==> config.mk <==
export PLATFORM = sky130hd
export DESIGN_NAME = seg_col_loader
export DESIGN_NICKNAME = d
export VERILOG_FILES = /design/src/rtl/slc_pkg.sv /design/src/rtl/slc_word_asm.sv /design/src/rtl/slc_fill_ctl.sv /design/src/rtl/slc_col_store.sv /design/src/rtl/slc_level_map.sv /design/src/rtl/seg_col_loader.sv
export SDC_FILE = /design/constraint.sdc
export NUM_CORES = 1
export LEC_CHECK = 0
export CAP_MARGIN = 20
export CORE_ASPECT_RATIO = 1.5
export CORE_UTILIZATION = 25
export DETAILED_ROUTE_END_ITERATION = 10
export GPL_TIMING_DRIVEN = 0
export SETUP_SLACK_MARGIN = 0.2
export SYNTH_ARGS = -nofsm -noshare
export SYNTH_HDL_FRONTEND = slang
export SYNTH_SLANG_ARGS = --single-unit
==> constraint.sdc <==
create_clock -name clk -period 7.03 [get_ports clk]
set_clock_uncertainty 0.15 [all_clocks]
set_input_delay 1.406 -clock clk [delete_from_list [all_inputs] [get_ports clk]]
set_output_delay 1.406 -clock clk [all_outputs]
set_load 0.005 [all_outputs]
==> src/rtl/slc_pkg.sv <==
package slc_pkg;

  typedef enum logic [1:0] {
    LVL_LOW   = 2'b00,
    LVL_MIDLO = 2'b01,
    LVL_MIDHI = 2'b10,
    LVL_HIGH  = 2'b11
  } lvl_e;

  // level chosen from frame phase and latched column bit
  function automatic lvl_e lvl_pick(input logic fr, input logic b);
    case ({fr, b})
      2'b00:   return LVL_MIDLO;
      2'b01:   return LVL_LOW;
      2'b10:   return LVL_MIDHI;
      default: return LVL_HIGH;
    endcase
  endfunction

endpackage

==> src/rtl/slc_word_asm.sv <==
module slc_word_asm #(
  parameter int WORD_W = 8
) (
  input  logic              clk,
  input  logic              rst,
  input  logic              clr,
  input  logic              take,
  input  logic              bus_4b,
  input  logic [WORD_W-1:0] bus_d,
  output logic              word_vld,
  output logic [WORD_W-1:0] word
);
  localparam int HALF = WORD_W / 2;

  logic            half_q;
  logic [HALF-1:0] hold_q;

  always_ff @(posedge clk) begin
    if (rst || clr) begin
      half_q <= 1'b0;
      hold_q <= '0;
    end else if (take && bus_4b) begin
      if (!half_q) begin
        hold_q <= bus_d[HALF-1:0];
        half_q <= 1'b1;
      end else begin
        half_q <= 1'b0;
      end
    end
  end

  always_comb begin
    word_vld = take && (!bus_4b || half_q);
    word     = bus_4b ? {hold_q, bus_d[HALF-1:0]} : bus_d;
  end
endmodule

==> src/rtl/slc_fill_ctl.sv <==
module slc_fill_ctl #(
  parameter int NGRP = 30,
  parameter int CW   = 5
) (
  input  logic          clk,
  input  logic          rst,
  input  logic          clr,
  input  logic          cap,
  input  logic          ein_n,
  input  logic          word_vld,
  output logic          take,
  output logic [CW-1:0] grp_idx,
  output logic          sel,
  output logic          done,
  output logic          eo_n
);
  logic [CW-1:0] cnt_q;
  logic          sel_q, done_q, eo_q;
  logic          last;

  always_comb begin
    take    = cap && !clr && !done_q && (sel_q || !ein_n);
    last    = (cnt_q == CW'(NGRP - 1));
    grp_idx = cnt_q;
    sel     = sel_q;
    done    = done_q;
    eo_n    = eo_q;
  end

  always_ff @(posedge clk) begin
    if (rst || clr) begin
      cnt_q  <= '0;
      sel_q  <= 1'b0;
      done_q <= 1'b0;
      eo_q   <= 1'b1;
    end else begin
      if (take) sel_q <= 1'b1;
      if (word_vld) begin
        if (last) begin
          cnt_q  <= '0;
          sel_q  <= 1'b0;
          done_q <= 1'b1;
        end else begin
          cnt_q <= cnt_q + 1'b1;
        end
      end
      if (word_vld && last) eo_q <= 1'b0;
      else if (cap)         eo_q <= 1'b1;
    end
  end
endmodule

==> src/rtl/slc_col_store.sv <==
module slc_col_store #(
  parameter int NCOL   = 240,
  parameter int WORD_W = 8,
  parameter int NGRP   = 30,
  parameter int CW     = 5
) (
  input  logic              clk,
  input  logic              rst,
  input  logic              disp_on,
  input  logic              lat,
  input  logic              dir_up,
  input  logic              word_vld,
  input  logic [WORD_W-1:0] word,
  input  logic [CW-1:0]     grp_idx,
  output logic [NCOL-1:0]   col,
  output logic [NCOL-1:0]   line
);
  logic [WORD_W-1:0] wrev, wdat;
  logic [CW-1:0]     tgt;
  logic [NCOL-1:0]   col_q, line_q;

  for (genvar b = 0; b < WORD_W; b++) begin : g_rev
    assign wrev[b] = word[WORD_W-1-b];
  end

  always_comb begin
    wdat = dir_up ? wrev : word;
    tgt  = dir_up ? grp_idx : (CW'(NGRP - 1) - grp_idx);
  end

  for (genvar g = 0; g < NGRP; g++) begin : g_grp
    always_ff @(posedge clk) begin
      if (rst)
        col_q[g*WORD_W +: WORD_W] <= '0;
      else if (word_vld && (tgt == CW'(g)))
        col_q[g*WORD_W +: WORD_W] <= wdat;
    end
  end

  always_ff @(posedge clk) begin
    if (rst || !disp_on) line_q <= '0;
    else if (lat)        line_q <= col_q;
  end

  assign col  = col_q;
  assign line = line_q;
endmodule

==> src/rtl/slc_level_map.sv <==
module slc_level_map
  import slc_pkg::*;
#(
  parameter int NCOL = 240
) (
  input  logic              clk,
  input  logic              rst,
  input  logic              disp_on,
  input  logic              frame_inv,
  input  logic [NCOL-1:0]   line,
  output logic [2*NCOL-1:0] lvl
);
  for (genvar c = 0; c < NCOL; c++) begin : g_col
    always_ff @(posedge clk) begin
      if (rst || !disp_on) lvl[2*c +: 2] <= LVL_LOW;
      else                 lvl[2*c +: 2] <= lvl_pick(frame_inv, line[c]);
    end
  end
endmodule

==> src/rtl/seg_col_loader.sv <==
module seg_col_loader #(
  parameter int NCOL   = 240,
  parameter int WORD_W = 8
) (
  input  logic              clk,
  input  logic              rst,
  input  logic              cap_stb,
  input  logic              lat_stb,
  input  logic [WORD_W-1:0] bus_d,
  input  logic              bus_4b,
  input  logic              dir_up,
  input  logic              disp_on,
  input  logic              frame_inv,
  input  logic              cas_a_in,
  input  logic              cas_b_in,
  output logic              cas_a_out,
  output logic              cas_a_oe,
  output logic              cas_b_out,
  output logic              cas_b_oe,
  output logic [2*NCOL-1:0] lvl_code
);
  localparam int NGRP = NCOL / WORD_W;
  localparam int CW   = (NGRP > 1) ? $clog2(NGRP) : 1;

  logic              ein_n, take, word_vld, sel_w, done_w, eo_n;
  logic [WORD_W-1:0] word;
  logic [CW-1:0]     grp_idx;
  logic [NCOL-1:0]   col_w, line_w;

  assign ein_n = dir_up ? cas_a_in : cas_b_in;

  slc_fill_ctl #(.NGRP(NGRP), .CW(CW)) u_fill (
    .clk(clk), .rst(rst), .clr(lat_stb), .cap(cap_stb), .ein_n(ein_n),
    .word_vld(word_vld), .take(take), .grp_idx(grp_idx),
    .sel(sel_w), .done(done_w), .eo_n(eo_n)
  );

  slc_word_asm #(.WORD_W(WORD_W)) u_asm (
    .clk(clk), .rst(rst), .clr(lat_stb), .take(take), .bus_4b(bus_4b),
    .bus_d(bus_d), .word_vld(word_vld), .word(word)
  );

  slc_col_store #(.NCOL(NCOL), .WORD_W(WORD_W), .NGRP(NGRP), .CW(CW)) u_store (
    .clk(clk), .rst(rst), .disp_on(disp_on), .lat(lat_stb), .dir_up(dir_up),
    .word_vld(word_vld), .word(word), .grp_idx(grp_idx),
    .col(col_w), .line(line_w)
  );

  slc_level_map #(.NCOL(NCOL)) u_lvl (
    .clk(clk), .rst(rst), .disp_on(disp_on), .frame_inv(frame_inv),
    .line(line_w), .lvl(lvl_code)
  );

  assign cas_a_oe  = !dir_up;
  assign cas_b_oe  = dir_up;
  assign cas_a_out = eo_n;
  assign cas_b_out = eo_n;
endmodule

# ---- Word-level counts from Yosys, hierarchy flattened
# Cells that the tools add are included.
dict set report word_totals {
  in_bits 18
  wordCells 1331
  output_inout_bits 484
  reg_bits 973
}
dict set report classes {
  n_addsub 2
  reduce_logical 290
  eq_ne 510
  n_mux 251
  n_bitwise 1
}
# op count
set ops {}
lappend ops {{$pmux W2 S3} 240}
lappend ops {{$eq A2 B1 Y1 const B} 240}
lappend ops {{$eq A2 B2 Y1 const B} 240}
lappend ops {{$logic_not A2 Y1} 240}
lappend ops {{$eq A5 B5 Y1 const B} 15}
lappend ops {{$eq A5 B4 Y1 const B} 8}
lappend ops {{$logic_and A1 B1 Y1} 36}
lappend ops {{$eq A5 B3 Y1 const B} 4}
lappend ops {{$mux W8} 2}
lappend ops {{$eq A5 B2 Y1 const B} 2}
lappend ops {{$mux W5} 2}
lappend ops {{$mux W1} 7}
lappend ops {{$logic_not A1 Y1} 6}
lappend ops {{$add A5 B1 Y5 const B} 1}
lappend ops {{$eq A5 B1 Y1 const B} 1}
lappend ops {{$logic_not A5 Y1} 1}
lappend ops {{$sub A5 B5 Y5 const A} 1}
lappend ops {{$logic_or A1 B1 Y1} 4}
lappend ops {{$reduce_and A2 Y1} 2}
lappend ops {{$reduce_bool A2 Y1} 1}
lappend ops {{$not A1 Y1} 1}

# ---- Logic depth before layout (Yosys ltp)
# Gate-level depths: netlist of the first run.
dict set report logic_depth {
  word_depth 7
  depth_mapped 9
  mapped_depth_nobuf 7
}

# ---- Modules after synthesis
# Synthesis of the first run repeated with hierarchy kept, for this count alone.
dict set report hier_totals {
  cells_unflattened 3757
  area_unflattened_um2 38231.7
}
# mod seq_area_each_um2 n_inst area_per_inst_um2 cells_per_inst
set modules_own_cells {}
lappend modules_own_cells {slc_level_map 9609.2 1 20141.8 1975}
lappend modules_own_cells {slc_col_store 9609.2 1 17332.9 1707}
lappend modules_own_cells {slc_word_asm 100.1 1 364.1 35}
lappend modules_own_cells {slc_fill_ctl 160.2 1 359.1 36}
lappend modules_own_cells {seg_col_loader 0.0 1 33.8 4}

# ---- Worst setup path after synthesis of the first run
# No wires, ideal clock.
dict set report synth_path {
  path_type {in2out}
  startpoint {input port dir_up}
  endpoint {output port cas_a_oe}
  n_path_buf 3
  required_time_ns 5.474
  arrival_ns 2.110
  path_slack_ns 3.364
  stages 4
  path_cell_list {buf_2 buf_2 buf_1 inv_1}
}
dict set report synth_between {
  elab_chain_len 1
}
# element line
set synth_lines {}
lappend synth_lines {{from (decl)} seg_col_loader.sv:11} ;# input logic dir_up,
lappend synth_lines {{$logic_not A1 Y1} seg_col_loader.sv:54} ;# assign cas_a_oe = !dir_up;
lappend synth_lines {{to (decl)} seg_col_loader.sv:17} ;# output logic cas_a_oe,
# Every way passes these cells.

# ---- Worst setup path in the final report of the first run
# Ends and elaborated chain as after synthesis.

==> run summary, run 1 <==
Vias in the first global route - 25900
Final worst path period share - 72.61%
Cts repair resizes - 0
GRT overflow - 0
Area of the core - 153300 sq um
Die span in y - 483.2 um
Fraction of registers with async set/reset - 0%
Clk slew on worst S/H paths - 0.07 ns
Routed len/inst - 19.90 um
Crit path DAT - 3.55 ns
Hold Path Class - register to register
CP Data Required Time - 5.47 ns
Clk Latency, worst-skew pair - 0.74 ns
First-pass GRT wire length - 181600 um
Synth Register Bits - 973
Top_reg_cell synth - dfxtp_1
Achievable Freq - 0.1959 GHz
Vias per cell - 4.016
Area Overhead vs Synth - 29.61%
Via Count - 25930
Die X - 322.8 um
Quantity of I/O buffers inserted on ports - 498
Max transition margin - 24.22%
Setup bufs post-CTS - 0
Initial core utilization - 25.18%
CTS tree - done
Clk sinks - 973
Syn Nets - 4190
Final hold vios - 0
Leak - 0.02077 uW
Library cells used by synthesis - 41
Fin crit period - 5.104 ns
Drt first pass iters - 4
Max Root-Sink Buffers - 3
Initial DRC count - 1110
Final setup fails - 0
CP max FO - 10
Routability congestion estimate - 0.8061
Outcome - complete, no violations
Initial antenna violation count - 22
Hpwl dp - 97660 um
CTS root buf - clkbuf_16
Ports - 502
Residual DRC - 0
CTS H-tree lvls - 3
FP Rows - 176
Total CTS buffers - 100
Max-cap violation count - 0
Pwr dens - 242.1 nW/um^2
Sequential fraction of the synthesis area - 50.48%
NumNets Final - 4814
Max IR drop VDD - 0.1890 mV
Avg Synthesized Cell Area - 10.46 sq um
Synthesized instance count - 3688
Hold_buf cts - 0
Core Util, Final - 32.63%
Critical path class - input pin to output port
DRT Wirelength - 128500 um
Setup Total Neg Slack - 0 ns
Area of the multi-input gates - 17520 sq um
Critical Path Start Type - input pin
RSZ-0062 raised after global routing - no
Die Area - 156000 sq um
Fillcell total - 15710
Layout cells sized above 1 - 5.436%
Largest net degree at the start of global routing - 131
Register area - 19480 sq um
Warnings from Yosys - 0
Synth Cell Area - 38590 sq um
Hold Worst Slack - 0.3189 ns
Detail Route Antenna Nets - 0
Setup crit end kind - output port
Total GRT Usage - 16.31%
Post-synth EDFFs - 0
Final Max Tran Viols - 0
Slew @ Worst Pin - 1.137 ns
[Yosys cell counts (2+ instances only)]
cell type	number	area share, %
buf_1	10	0.097
and2_1	244	4.0
buf_4	2	0.039
nor2_4	9	0.26
ha_1	484	16
dfxtp_1	973	50
xnor2_1	4	0.091
nor2_8	5	0.26
nor2b_1	3	0.049
a2bb2oi_1	2	0.045
xor2_1	4	0.091
a21oi_1	6	0.078
nor2_2	4	0.065
mux2i_1	488	13
nand4_1	2	0.032
nor2_1	741	7.2
nand2_1	18	0.18
nor3b_1	2	0.039
nand2b_1	248	4.0
o21ai_0	7	0.091
clkbuf_1	153	1.5
a211o_1	4	0.091
inv_1	244	2.4
buf_2	7	0.091
nand2_2	8	0.13
[layout make-up]
cell class	count	share of cell area, %
flip-flops and latches	973	38.95
multi-input cells	2298	35.03
inverters	244	1.831
diodes	12	0.06005
plain buffers	173	1.356
well taps	2047	5.121
clock buffers	141	5.774
repair buffers	522	10.77
clock inverters	46	1.111
[logic make-up (layout without fill, tap and decap cells)]
| kind of cell | count (synthesis) | count (layout) | share of synthesized area, % |
|---|---|---|---|
| simple gates | 1292 | 1292 | 16.38 |
| fa+ha+maj | 484 | 484 | 15.69 |
| buf+inv | 417 | 1126 | 4.118 |
| other cells | 0 | 12 | 0 |
| flops | 973 | 973 | 50.48 |
| compound gates | 25 | 25 | 0.4540 |
| mux | 489 | 489 | 12.69 |
| xor+xnor | 8 | 8 | 0.1816 |
[power breakdown]
group	total (uW)	internal (uW)	switching [uW]
Combinational	852	370	482
Clock	5590	3190	2400
Sequential	5670	5630	41.1
Total	12100	9190	2920
[state kept, by name (all words and copies together) (netlist names)]
name            cells
u_fill.eo_n         1
u_store.col       240
u_asm.hold_q        4
u_fill.done         1
u_fill.sel          1
u_lvl.lvl         480
u_asm.half_q        1
u_store.line      240
u_fill.grp_idx      5
[path summary, 6_finish.rpt]
path / from / end / slack (ns) / depth (start not counted)
max reg2reg: u_fill.grp_idx[1]$_SDFFE_PP0P_ / u_store.col[200]$_SDFFE_PP0P_ / 3.98 / 7
max: dir_up / cas_a_oe / 1.93 / 6
min: u_asm.half_q$_SDFFE_PP0P_ / u_asm.half_q$_SDFFE_PP0P_ / 0.32 / 2
min reg2reg: u_asm.half_q$_SDFFE_PP0P_ / u_asm.half_q$_SDFFE_PP0P_ / 0.32 / 2
[cells in the final DEF, fill, tap and decap left out, types with 6 or more instances in the layout]
cell and count:
clkbuf_8 21, clkinv_2 16, dfxtp_1 973, o21ai_0 7, clkinv_4 7, buf_8 21, nor2_1 741, a21oi_1 6
nor2_4 9, nand2b_1 248, ha_1 484, buf_2 7, and2_1 244, nand2_1 18, clkdlybuf4s50_1 497, bufinv_16 8
inv_1 244, clkbuf_16 101, diode_2 12, clkbuf_1 168, mux2i_1 488, buf_1 10, nand2_2 8
[routing by layer]
layer  global-route usage (%)  vias up  part of all wire [%]
met5                        0        -                 0.061
met4                    4.973       14                   2.3
met3                    3.036      157                   5.3
met2                    28.24      616                    48
met1                    20.24    12230                    44
li1                         -    12920                     -
[worst max-delay path: stages]
cell and delay [ns]:
clkdlybuf4s50_1 0.63, buf_2 0.28, buf_2 0.25, buf_1 0.34, inv_1 0.15, clkdlybuf4s50_1 0.48
[metrics by stage]
stage | power, uW | area [sq um] | setup WS (ns) | cells
3_3_place_gp | 6641 | 46130 | -11.73 | 6233
4_1_cts | 12310 | 49980 | 1.929 | 6444
6_report | 12110 | 50010 | 1.926 | 6456
2_1_floorplan | 6109 | 38590 | 3.364 | 3688
5_1_grt | 12570 | 49980 | 1.741 | 6446
3_5_place_dp | 6665 | 46540 | 1.584 | 6257
No activity file was read; power rests on OpenSTA's default activity.
==> inputs of run 2 (changes only) <==
clock period = 4.2 ns   (was 7.03 ns; I/O delays follow)
==> run summary, run 2 (synthesis results as in run 1) <==
Outcome - complete, no violations
Final worst path period share - 90.83%
Drt first pass iters - 4
Setup bufs post-CTS - 0
GRT overflow - 0
First-pass GRT wire length - 181600 um
Critical Path Start Type - input pin
Area of the core - 153300 sq um
Initial antenna violation count - 21
Pwr dens - 405.3 nW/um^2
NumNets Final - 4814
Via Count - 25920
Vias per cell - 4.015
P_int - 15380 uW
Met3 Routed Length - 6589 um
Initial core utilization - 25.18%
Max-cap violation count - 0
Largest register FFs - 480
Leading cell type in the layout, fill and taps excluded - dfxtp_1
Die span in y - 483.2 um
Final setup fails - 0
Routability congestion estimate - 0.8061
Hpwl dp - 97660 um
Setup crit end kind - output port
Crit path DAT - 2.82 ns
Top layer reached by signal wires - met5
Critical path class - input pin to output port
Combinational power share - 7.0%
Routed len/inst - 19.91 um
Vias in the first global route - 25900
Clk slew on worst S/H paths - 0.07 ns
Die X - 322.8 um
Routed length on met2 - 62050 um
Leak - 0.02078 uW
Clk Latency, worst-skew pair - 0.73 ns
Area Overhead vs Synth - 29.61%
Largest register by flop count - u_lvl.lvl
Initial DRC count - 1104
RSZ-0062 raised after global routing - no
Achievable Freq - 0.2621 GHz
CTS root buf - clkbuf_16
DP Area - 46540 sq um
CTS H-tree lvls - 3
Die Area - 156000 sq um
Detail Route Antenna Nets - 0
Total GRT Usage - 16.31%
Fin crit period - 3.815 ns
Psw - 4892 uW
Max transition margin - 23.26%
Clk sinks - 973
Fin area - 50010 sq um
Max IR drop VDD - 0.3163 mV
Pre-CTS setup slack - -0.6805 ns
Placed Instances - 6257
Max Root-Sink Buffers - 3
CP max FO - 10
Slew @ Worst Pin - 1.151 ns
Final Max Tran Viols - 0
Non-Filler Instances - 6456
Tot Pwr - 20270 uW
Metal1 wirelength - 56770 um
Hold Worst Slack - 0.3189 ns
PnR worst setup slack - 0.3852 ns
FP Rows - 176
Switch share - 24.14%
Layout cells sized above 1 - 5.481%
CTS tree - done
CP Data Required Time - 3.21 ns
Ports - 502
Final hold vios - 0
Residual DRC - 0
Hold Path Class - register to register
Register share of total power - 46.8%
DRT Wirelength - 128500 um
Total CTS buffers - 100
Most frequent cells in the layout - dfxtp_1, nor2_1, clkdlybuf4s50_1, mux2i_1, ha_1
Quantity of I/O buffers inserted on ports - 498
Largest net degree at the start of global routing - 131
Clock power share - 46.2%
-- run 2: cell count changes in the layout (fill, tap and decap cells not counted) --
| cell | change |
|---|---|
| buf_1 | -1 |
| clkbuf_2 | +2 |
| clkbuf_1 | -1 |
-- run 2: final cells by class --
cell class	instances	area (sq um)
fill	15710	103300
inverter	244	915.9
sequential	973	19480
clock buffer	141	2888
clock inverter	46	555.5
multi-input combinational	2298	17520
timing repair buffer	522	5384
antenna	12	30.03
buffer	173	680.7
tap	2047	2561
-- run 2: routing by layer --
layer | global-route usage, % | up-vias
met1 | 20.24 | 12230
met3 | 3.036 | 160
met4 | 4.973 | 14
met5 | 0 | -
met2 | 28.24 | 601
li1 | - | 12920
-- run 2: stage by stage --
| step | utilization (%) | TNS (ns) |
|---|---|---|
| after global routing | 32.61 | 0 |
| after floorplan | - | 0 |
| after global placement | 30.10 | -6677.34 |
| after CTS | 32.61 | 0 |
| final | 32.63 | 0 |
| after detailed placement | 30.36 | -41.72 |
-- run 2: repair_timing --
| action | in CTS | in global routing |
|---|---|---|
| hold buffers | 0 | 0 |
| setup endpoints to repair | 10 | 1 |
| gates resized for setup | 1 | 1 |
-- run 2: final timing paths --
check / from / cells after the start / endpoint / slack, ns
hold / removal: u_asm.half_q$_SDFFE_PP0P_ / 2 / u_asm.half_q$_SDFFE_PP0P_ / 0.32
hold reg to reg: u_asm.half_q$_SDFFE_PP0P_ / 2 / u_asm.half_q$_SDFFE_PP0P_ / 0.32
setup / recovery: dir_up / 6 / cas_a_oe / 0.39
setup reg to reg: u_fill.grp_idx[1]$_SDFFE_PP0P_ / 7 / u_store.col[200]$_SDFFE_PP0P_ / 1.14
-- run 2: power by group through the flow --
stage	logic, uW	registers (uW)	clock network [uW]
2_1_floorplan	531	9690	0
3_5_place_dp	1460	9690	0
5_1_grt	1570	9500	9980
6_report	1430	9490	9360
4_1_cts	1470	9490	9650
3_3_place_gp	1420	9700	0
-- run 2: worst max-delay path, stage by stage --
cell and delay, ns:
clkdlybuf4s50_1 0.63, buf_2 0.28, buf_2 0.25, clkbuf_2 0.24, inv_1 0.11, clkdlybuf4s50_1 0.46
==> inputs of run 3 (changes only) <==
ABC_CLOCK_PERIOD_IN_PS = 4200   (was unset)
==> results of run 3 <==
No change in the layout: final DEF, timing and power equal those of run 2.
